$ cat src/rtl/i2cs_pkg.sv
package i2cs_pkg;

    typedef enum logic [2:0] {
        PH_IDLE,
        PH_ADDR,
        PH_ADDR_ACK,
        PH_WR,
        PH_WR_ACK,
        PH_RD,
        PH_RD_ACK,
        PH_IGNORE
    } phase_e;

    typedef struct packed {
        logic scl_rise;
        logic scl_fall;
        logic start;
        logic stop;
    } bus_evt_t;

    typedef struct packed {
        phase_e     phase;
        logic [3:0] cnt;
        logic [7:0] shreg;
        logic       rw;
        logic       nack;
        logic       oe;
        logic       start_p;
        logic       stop_p;
        logic       sel_p;
        logic       wr_p;
        logic       rd_p;
    } fsm_t;

endpackage

$ cat src/rtl/i2cs_line_filter.sv
module i2cs_line_filter #(
    parameter int SYNC_STAGES = 2,
    parameter int FILT_LEN    = 3
) (
    input  logic clk,
    input  logic rst_n,
    input  logic line_i,
    output logic line_o
);
    localparam int SL = SYNC_STAGES - 1;
    localparam int FL = FILT_LEN - 1;

    logic [SL:0] sync_d, sync_q;
    logic [FL:0] hist_d, hist_q;
    logic        filt_d, filt_q;

    always_comb begin
        sync_d = {sync_q[SL-1:0], line_i};
        hist_d = {hist_q[FL-1:0], sync_q[SL]};
        if (&hist_q)
            filt_d = 1'b1;
        else if (~|hist_q)
            filt_d = 1'b0;
        else
            filt_d = filt_q;
    end

    always_ff @(posedge clk or negedge rst_n) begin
        if (!rst_n) begin
            sync_q <= '1;
            hist_q <= '1;
            filt_q <= 1'b1;
        end else begin
            sync_q <= sync_d;
            hist_q <= hist_d;
            filt_q <= filt_d;
        end
    end

    assign line_o = filt_q;
endmodule

$ cat src/rtl/i2cs_cond_detect.sv
module i2cs_cond_detect
    import i2cs_pkg::*;
(
    input  logic     clk,
    input  logic     rst_n,
    input  logic     scl_f,
    input  logic     sda_f,
    output bus_evt_t evt_o
);
    logic scl_p_d, scl_p_q;
    logic sda_p_d, sda_p_q;
    logic armed_d, armed_q;
    logic raw_start, raw_stop;

    always_comb begin
        raw_start = scl_f & scl_p_q & sda_p_q & ~sda_f;
        raw_stop  = scl_f & scl_p_q & ~sda_p_q & sda_f;

        evt_o.scl_rise = scl_f & ~scl_p_q;
        evt_o.scl_fall = ~scl_f & scl_p_q;
        evt_o.start    = raw_start;
        evt_o.stop     = raw_stop & ~armed_q;

        scl_p_d = scl_f;
        sda_p_d = sda_f;
        if (raw_start)
            armed_d = 1'b1;
        else if (evt_o.scl_fall)
            armed_d = 1'b0;
        else
            armed_d = armed_q;
    end

    always_ff @(posedge clk or negedge rst_n) begin
        if (!rst_n) begin
            scl_p_q <= 1'b1;
            sda_p_q <= 1'b1;
            armed_q <= 1'b0;
        end else begin
            scl_p_q <= scl_p_d;
            sda_p_q <= sda_p_d;
            armed_q <= armed_d;
        end
    end
endmodule

$ cat src/rtl/i2cs_frame_fsm.sv
module i2cs_frame_fsm
    import i2cs_pkg::*;
#(
    parameter int ADDR_HI_W = 5,
    parameter logic [ADDR_HI_W-1:0] ADDR_HI = 5'b10100
) (
    input  logic       clk,
    input  logic       rst_n,
    input  bus_evt_t   evt_i,
    input  logic       sda_f,
    input  logic [1:0] strap_i,
    input  logic [7:0] rd_data_i,
    output logic       sda_oe_o,
    output logic       start_o,
    output logic       stop_o,
    output logic       sel_o,
    output logic       wr_valid_o,
    output logic [7:0] wr_data_o,
    output logic       rd_req_o
);
    localparam int         ADDR_W    = ADDR_HI_W + 2;
    localparam logic [3:0] BYTE_BITS = 4'd8;
    localparam logic [3:0] LAST_OUT  = 4'd7;

    fsm_t d, q;
    logic [ADDR_W-1:0] own_addr;

    assign own_addr = {ADDR_HI, strap_i};

    always_comb begin
        d         = q;
        d.start_p = 1'b0;
        d.stop_p  = 1'b0;
        d.sel_p   = 1'b0;
        d.wr_p    = 1'b0;
        d.rd_p    = 1'b0;

        if (evt_i.stop) begin
            d.phase  = PH_IDLE;
            d.oe     = 1'b0;
            d.stop_p = 1'b1;
        end else if (evt_i.start) begin
            d.phase   = PH_ADDR;
            d.cnt     = '0;
            d.oe      = 1'b0;
            d.start_p = 1'b1;
        end else begin
            unique case (q.phase)
                PH_ADDR: begin
                    if (evt_i.scl_rise && q.cnt < BYTE_BITS) begin
                        d.shreg = {q.shreg[6:0], sda_f};
                        d.cnt   = q.cnt + 4'd1;
                    end else if (evt_i.scl_fall && q.cnt == BYTE_BITS) begin
                        if (q.shreg[7:1] == own_addr) begin
                            d.phase = PH_ADDR_ACK;
                            d.rw    = q.shreg[0];
                            d.oe    = 1'b1;
                            d.sel_p = 1'b1;
                        end else begin
                            d.phase = PH_IGNORE;
                            d.oe    = 1'b0;
                        end
                    end
                end
                PH_ADDR_ACK: begin
                    if (evt_i.scl_fall) begin
                        d.cnt = '0;
                        if (q.rw) begin
                            d.phase = PH_RD;
                            d.shreg = rd_data_i;
                            d.oe    = ~rd_data_i[7];
                            d.rd_p  = 1'b1;
                        end else begin
                            d.phase = PH_WR;
                            d.oe    = 1'b0;
                        end
                    end
                end
                PH_WR: begin
                    if (evt_i.scl_rise && q.cnt < BYTE_BITS) begin
                        d.shreg = {q.shreg[6:0], sda_f};
                        d.cnt   = q.cnt + 4'd1;
                    end else if (evt_i.scl_fall && q.cnt == BYTE_BITS) begin
                        d.phase = PH_WR_ACK;
                        d.oe    = 1'b1;
                        d.wr_p  = 1'b1;
                    end
                end
                PH_WR_ACK: begin
                    if (evt_i.scl_fall) begin
                        d.phase = PH_WR;
                        d.cnt   = '0;
                        d.oe    = 1'b0;
                    end
                end
                PH_RD: begin
                    if (evt_i.scl_fall) begin
                        if (q.cnt == LAST_OUT) begin
                            d.phase = PH_RD_ACK;
                            d.oe    = 1'b0;
                        end else begin
                            d.shreg = {q.shreg[6:0], 1'b0};
                            d.oe    = ~q.shreg[6];
                            d.cnt   = q.cnt + 4'd1;
                        end
                    end
                end
                PH_RD_ACK: begin
                    if (evt_i.scl_rise) begin
                        d.nack = sda_f;
                    end else if (evt_i.scl_fall) begin
                        d.cnt = '0;
                        if (q.nack) begin
                            d.phase = PH_IGNORE;
                            d.oe    = 1'b0;
                        end else begin
                            d.phase = PH_RD;
                            d.shreg = rd_data_i;
                            d.oe    = ~rd_data_i[7];
                            d.rd_p  = 1'b1;
                        end
                    end
                end
                default: begin
                    d.oe = 1'b0;
                end
            endcase
        end
    end

    always_ff @(posedge clk or negedge rst_n) begin
        if (!rst_n)
            q <= '0;
        else
            q <= d;
    end

    assign sda_oe_o   = q.oe;
    assign start_o    = q.start_p;
    assign stop_o     = q.stop_p;
    assign sel_o      = q.sel_p;
    assign wr_valid_o = q.wr_p;
    assign wr_data_o  = q.shreg;
    assign rd_req_o   = q.rd_p;
endmodule

$ cat src/rtl/i2c_target_framer.sv
module i2c_target_framer
    import i2cs_pkg::*;
#(
    parameter int ADDR_HI_W   = 5,
    parameter logic [ADDR_HI_W-1:0] ADDR_HI = 5'b10100,
    parameter int SYNC_STAGES = 2,
    parameter int FILT_LEN    = 3
) (
    input  logic       clk,
    input  logic       rst_n,
    input  logic       scl_i,
    input  logic       sda_i,
    input  logic [1:0] strap_i,
    input  logic [7:0] rd_data_i,
    output logic       sda_oe_o,
    output logic       start_o,
    output logic       stop_o,
    output logic       sel_o,
    output logic       wr_valid_o,
    output logic [7:0] wr_data_o,
    output logic       rd_req_o
);
    localparam int NUM_LINES = 2;
    localparam int IDX_SCL   = 0;
    localparam int IDX_SDA   = 1;

    logic [NUM_LINES-1:0] line_raw;
    logic [NUM_LINES-1:0] line_clean;
    bus_evt_t             evt;

    assign line_raw[IDX_SCL] = scl_i;
    assign line_raw[IDX_SDA] = sda_i;

    for (genvar g = 0; g < NUM_LINES; g++) begin : g_line
        i2cs_line_filter #(
            .SYNC_STAGES(SYNC_STAGES),
            .FILT_LEN   (FILT_LEN)
        ) u_filter (
            .clk   (clk),
            .rst_n (rst_n),
            .line_i(line_raw[g]),
            .line_o(line_clean[g])
        );
    end

    i2cs_cond_detect u_cond (
        .clk  (clk),
        .rst_n(rst_n),
        .scl_f(line_clean[IDX_SCL]),
        .sda_f(line_clean[IDX_SDA]),
        .evt_o(evt)
    );

    i2cs_frame_fsm #(
        .ADDR_HI_W(ADDR_HI_W),
        .ADDR_HI  (ADDR_HI)
    ) u_fsm (
        .clk       (clk),
        .rst_n     (rst_n),
        .evt_i     (evt),
        .sda_f     (line_clean[IDX_SDA]),
        .strap_i   (strap_i),
        .rd_data_i (rd_data_i),
        .sda_oe_o  (sda_oe_o),
        .start_o   (start_o),
        .stop_o    (stop_o),
        .sel_o     (sel_o),
        .wr_valid_o(wr_valid_o),
        .wr_data_o (wr_data_o),
        .rd_req_o  (rd_req_o)
    );
endmodule

$ cat config.mk
export PLATFORM = sky130hd
export DESIGN_NAME = i2c_target_framer
export DESIGN_NICKNAME = d
export VERILOG_FILES = /design/src/rtl/i2cs_pkg.sv /design/src/rtl/i2cs_line_filter.sv /design/src/rtl/i2cs_cond_detect.sv /design/src/rtl/i2cs_frame_fsm.sv /design/src/rtl/i2c_target_framer.sv
export SDC_FILE = /design/constraint.sdc
export NUM_CORES = 1
export LEC_CHECK = 0
export ABC_CLOCK_PERIOD_IN_PS = 2000
export BUFFER_PORTS_ARGS = -buffer_cell sky130_fd_sc_hd__buf_2
export CORE_MARGIN = 2
export CORE_UTILIZATION = 30
export DETAILED_ROUTE_END_ITERATION = 10
export GPL_TIMING_DRIVEN = 0
export SKIP_CTS_REPAIR_TIMING = 1
export SLEW_MARGIN = 40
export SYNTH_ARGS = -nofsm -noshare
export SYNTH_HDL_FRONTEND = slang
export SYNTH_SLANG_ARGS = --single-unit
$ cat constraint.sdc
create_clock -name clk -period 2 [get_ports clk]
set_input_delay 0.4 -clock clk [delete_from_list [all_inputs] [get_ports clk]]
set_output_delay 0.4 -clock clk [all_outputs]
set_load 0.005 [all_outputs]
* Yosys cells after proc, flatten, opt, wreduce, memory -nomap -nowiden
Index checks and enable logic that the tools add are counted.
Word-level totals: register bits after elaboration 38, bits of input ports 14, output and inout bits 14, logic and storage cells 151
Cells by class: $add $sub $neg 1, order comparisons 1, eq/ne operators 35, muxes and demuxes 59, bitwise logic cells 18, reductions and logical operators 17
Operator list (count):
- 15-bit 2-to-1 mux | 4
- 7-bit one-hot mux with 6 select lines | 1
- 1-bit 2-to-1 mux | 34
- 8-bit one-hot mux with 4 select lines | 1
- 3-bit 2-to-1 mux | 10
- 4-bit by 3-bit != test with 1-bit output, second input constant | 7
- 12-bit 2-to-1 mux | 2
- 11-bit AND reduction | 2
- 8-bit 2-to-1 mux | 2
- 7-bit 2-to-1 mux | 2
- 2-bit by 1-bit != test with 1-bit output, second input constant | 7
- 3-bit by 2-bit != test with 1-bit output, second input constant | 4
- 4-bit != test, second input constant | 3
- 1-bit inverter | 10
- 3-bit == test, second input constant | 3
- 9-bit AND reduction | 1
- 1-bit AND | 8
- 8-bit AND reduction | 1
- 8-bit nonzero test | 1
- 7-bit == test | 1
- 7-bit nonzero test | 1
- 3-bit by 2-bit == test with 1-bit output, second input constant | 2
- 2-bit != test, second input constant | 3
- 3-bit != test, second input constant | 2
- 16 further kinds | 19

* Logic depth before layout (Yosys ltp)
depth after elaboration 8, mapped depth 8, gate-level depth less buffers 7

* By module
From an unflattened synthesis, not the netlist that was laid out.
Second synthesis, totals: cells, all modules 194, area, all modules 1965.6 um2
By module, submodules not included:
- i2cs_frame_fsm | instances 1, cells an instance 162, area each 1472.7 um2, seq. area each 575.6 um2
- i2cs_line_filter | instances 2, cells an instance 10, area each 176.4 um2, seq. area each 157.7 um2
- i2cs_cond_detect | instances 1, cells an instance 12, area each 140.1 um2, seq. area each 77.6 um2

* Least setup slack after synthesis
OpenSTA, ideal clock, no wires.
path kind register -> register, from reg u_fsm.q[16] (netlist name), to reg u_fsm.q[16] (netlist name), library setup time 0.125 ns, arrival 1.925 ns, required time 1.875 ns, slack -0.050 ns, stages on the path, launching flop included 7, path buffers 0, period minus slack after synthesis 2.050 ns, path through dfrtp_1 ha_1 and3b_1 or3_1 a221o_1 a31o_1 mux2_4
Between the ends: longest elaborated chain between the ends 5, elaborated cells on any way between the ends 11, those cells by class add/sub (1); order compare (1); eq/ne (2); mux (5); reduce/logical (2)
Ends and longest elaborated chain:
- start, declared | RTL line i2cs_frame_fsm.sv:25 | fsm_t d, q;
- start signal, assigned | RTL line i2cs_frame_fsm.sv:133 | q <= '0;
- start signal, assigned | RTL line i2cs_frame_fsm.sv:135 | q <= d;
- 4-bit by 1-bit adder with 4-bit output / 4-bit < comparator (equally long branches)
- 12-bit 2-to-1 mux / 1-bit logical AND (equally long branches) | RTL line i2cs_frame_fsm.sv:98, i2cs_frame_fsm.sv:50, i2cs_frame_fsm.sv:80
- 15-bit 2-to-1 mux / 12-bit 2-to-1 mux (equally long branches) | RTL line i2cs_frame_fsm.sv:97, i2cs_frame_fsm.sv:50, i2cs_frame_fsm.sv:80
- 7-bit one-hot mux with 6 select lines | RTL line i2cs_frame_fsm.sv:48 | unique case (q.phase)
- 7-bit 2-to-1 mux | RTL line i2cs_frame_fsm.sv:42 | end else if (evt_i.start) begin
Parallel ways exist; a longest one is shown, timed or not. The select of a mux whose other input is x is not followed. A chain may end at the register's enable or synchronous reset.

* Worst setup path in the final report
Same ends and word-level chain as after synthesis.

==> results_dict.tcl <==
set metrics [dict create \
    status "complete, but fails checks" \
    ys_types 53 \
    grt_pass1_wl_um 7610 \
    setup_viol 5 \
    power_density_nw_per_um2 1388 \
    n_antenna_cell 0 \
    r2r_slack_ns -0.15 \
    grt_pass1_vias 1554 \
    synth_nets 215 \
    fin_setup_tns_ns -0.3807 \
    seq_area_frac_synth_pct 47.87 \
    worst_clock_skew_ns 0.006274 \
    reg2reg_depth 6 \
    violations "negative setup slack" \
    netlist_area_um2 2023 \
    worstPathArrival_ns 2.33 \
    first_pass_iters 4 \
    whs_ns 0.01653 \
    synth-async-reset-ratio_pct 100.0 \
    antenna_found_initial 0 \
    hold_viol_final 0 \
    rsz0062_at_grt "yes" \
    nets 268 \
    drtIter0Drc 143 \
    core_area_um2 6422 \
    antenna_left 0 \
    drc 0 \
    fmax_mhz 465.5 \
    place_hpwl_um 3308 \
    cts_tree "done" \
    via_per_inst 5.148 \
    final_util_pct 40.19 \
    clockBufferDepth 2 \
    start_util_pct 31.50 \
    cts.sinks 38 \
    port-buffer-count 27 \
    vias 1699 \
    cp_data_required_time_ns 2.18 \
    post-route-period-util_pct 107.4 \
    chipWidth_um 86.12 \
    path_max_fanout 4 \
    crit_type "flip-flop to flip-flop" \
    die_h_um 86.12 \
    cts-root-buf "clkbuf_8" \
    max_cap_viol_count 0 \
    wl_per_cell_um 14.13 \
    p_leak_nw 1.148 \
    avgSynthCellArea_um2 10.17 \
    ir_drop_uv 724.4 \
    cp-end-kind "flip-flop" \
    regToRegEndpoint "u_fsm.q[16]$_DFFE_PN0P_" \
    drive_gt1_share_pct 44.66 \
    start_kind "flip-flop" \
    grt_overflow 0 \
    place_congestion 0.8551 \
    grt_use_total_pct 13.01 \
    layout_min_cycle_time_ns 2.148 \
    postRouteWirelength_um 4664 \
    final_cell_mix "buf_2, buf_4, dfrtp_1" \
    slew-limit-headroom_pct 64.34 \
    area_delta_synth_final_pct 27.58 \
    dieArea_um2 7417 \
    clkTransAtPathRegs_ns 0.08 \
    ys_ff_latch 38 \
    post-place-ws_ns -0.1633 \
    synth-main-ff-cell "dfrtp_1" \
    grt_max_degree 25 \
    holdCritPathClass "input port to asynchronous set/reset pin" \
    synth_cells 199 \
    worstSkewPairLatency_ns 0.29 \
    cp-startpoint "u_fsm.q[16]$_DFFE_PN0P_" \
    pin_count 28 \
    cts_buffers 5 \
    slew_violations 0 \
    crit_path_end "u_fsm.q[16]$_DFFE_PN0P_" \
    synth_edf_count 0 \
    h-tree-depth 2 \
    yosys_warnings 0 \
    tightest_slew_ns 0.5349 \
    r2r_start "u_fsm.q[16]$_DFFE_PN0P_" \
    fin_ws_ns -0.1482 \
    layout_commonest_cell "buf_2" \
    num_rows 29 \
]
power breakdown:
| group | total (mW) | leakage (nW) | internal, mW | switching (mW) |
|---|---|---|---|---|
| combinational | 1.87 | 0.647 | 0.936 | 0.931 |
| sequential | 1.16 | 0.453 | 0.980 | 0.183 |
| clock | 0.552 | 0.0472 | 0.277 | 0.275 |
| total | 3.58 | 1.15 | 2.19 | 1.39 |
synth_stat cells (3+ instances only):
cell / number / area, um^2
nor2_1: 22 / 82.58
or3_1: 3 / 18.77
nand2b_1: 4 / 25.02
dfrtp_1: 24 / 600.6
o21ai_0: 11 / 55.05
nor3_1: 4 / 20.02
nand2_1: 8 / 30.03
a22oi_1: 9 / 67.56
nor2b_1: 6 / 37.54
or3b_1: 3 / 26.28
buf_4: 9 / 67.56
dfstp_2: 14 / 367.9
xor2_1: 3 / 26.28
clkbuf_1: 5 / 18.77
a21oi_1: 16 / 80.08
inv_1: 7 / 26.28
buf_2: 3 / 15.01
kinds of logic after synthesis:
group | count (synthesis) | share of synthesized area (%)
and+or+nand+nor | 65 | 18.49
AOI/OAI and AO/OA | 60 | 20.59
DFF | 38 | 47.87
buffers and inverters | 26 | 7.421
muxes | 5 | 3.092
xor gates and xnor gates | 3 | 1.299
adders and majority gates | 2 | 1.237
worst max-delay path, stage by stage (launching register included):
cell and delay (ns):
dfrtp_1 0.41, ha_2 0.20, and3b_2 0.23, or3_1 0.31, a221o_1 0.40, a31o_1 0.23, mux2_4 0.26
registers in the layout, summed over array words and instances (netlist names), 2 cells and up:
| register | flops |
|---|---|
| g_line.u_filter.sync_q | 4 |
| g_line.u_filter.line_o | 2 |
| u_fsm.wr_data_o | 8 |
| u_fsm.q | 9 |
| g_line.u_filter.hist_q | 6 |
through the flow:
stage / std cells / area (um^2) / power (mW)
final: 330 / 2581 / 3.582
after global placement: 303 / 2257 / 2.708
after floorplan: 199 / 2026 / 2.311
after CTS: 312 / 2380 / 3.307
after global routing: 330 / 2581 / 3.849
after detailed placement: 304 / 2285 / 2.742
metal layers:
metal / wire length [um] / vias to the layer above / track usage [%] / share of wire [%]
met1: 2228 / 825 / 17.62 / 48
li1: - / 817 / - / -
met4: 79 / 0 / 5.483 / 1.7
met5: 0 / - / 0 / 0
met2: 2115 / 48 / 19.59 / 45
met3: 241 / 9 / 3.465 / 5.2
how the worst min path moves through the flow:
stage,to,slack [ns],depth (start not counted)
6_report,u_fsm.wr_data_o[6]$_DFFE_PN0P_,0.02,1
3_5_place_dp,u_cond.armed_q$_DFFE_PN0P_,0.35,1
3_3_place_gp,g_line[0].u_filter.sync_q[1]$_DFF_PN1_,0.35,0
2_1_floorplan,u_cond.armed_q$_DFFE_PN0P_,0.10,0
4_1_cts,u_fsm.wr_data_o[6]$_DFFE_PN0P_,0.03,1
5_1_grt,u_fsm.wr_data_o[6]$_DFFE_PN0P_,0.04,1
area by class of cell:
cell class / instances / area (um^2)
fillers: 626 / 3841
repair buffers: 47 / 305.3
clock inverters: 2 / 12.51
well taps: 77 / 96.34
multi-input cells: 135 / 958.4
inverters: 7 / 26.28
clock buffers: 6 / 82.58
plain buffers: 18 / 131.4
flip-flops and latches: 38 / 968.4
(Power assumes the default switching activity.)
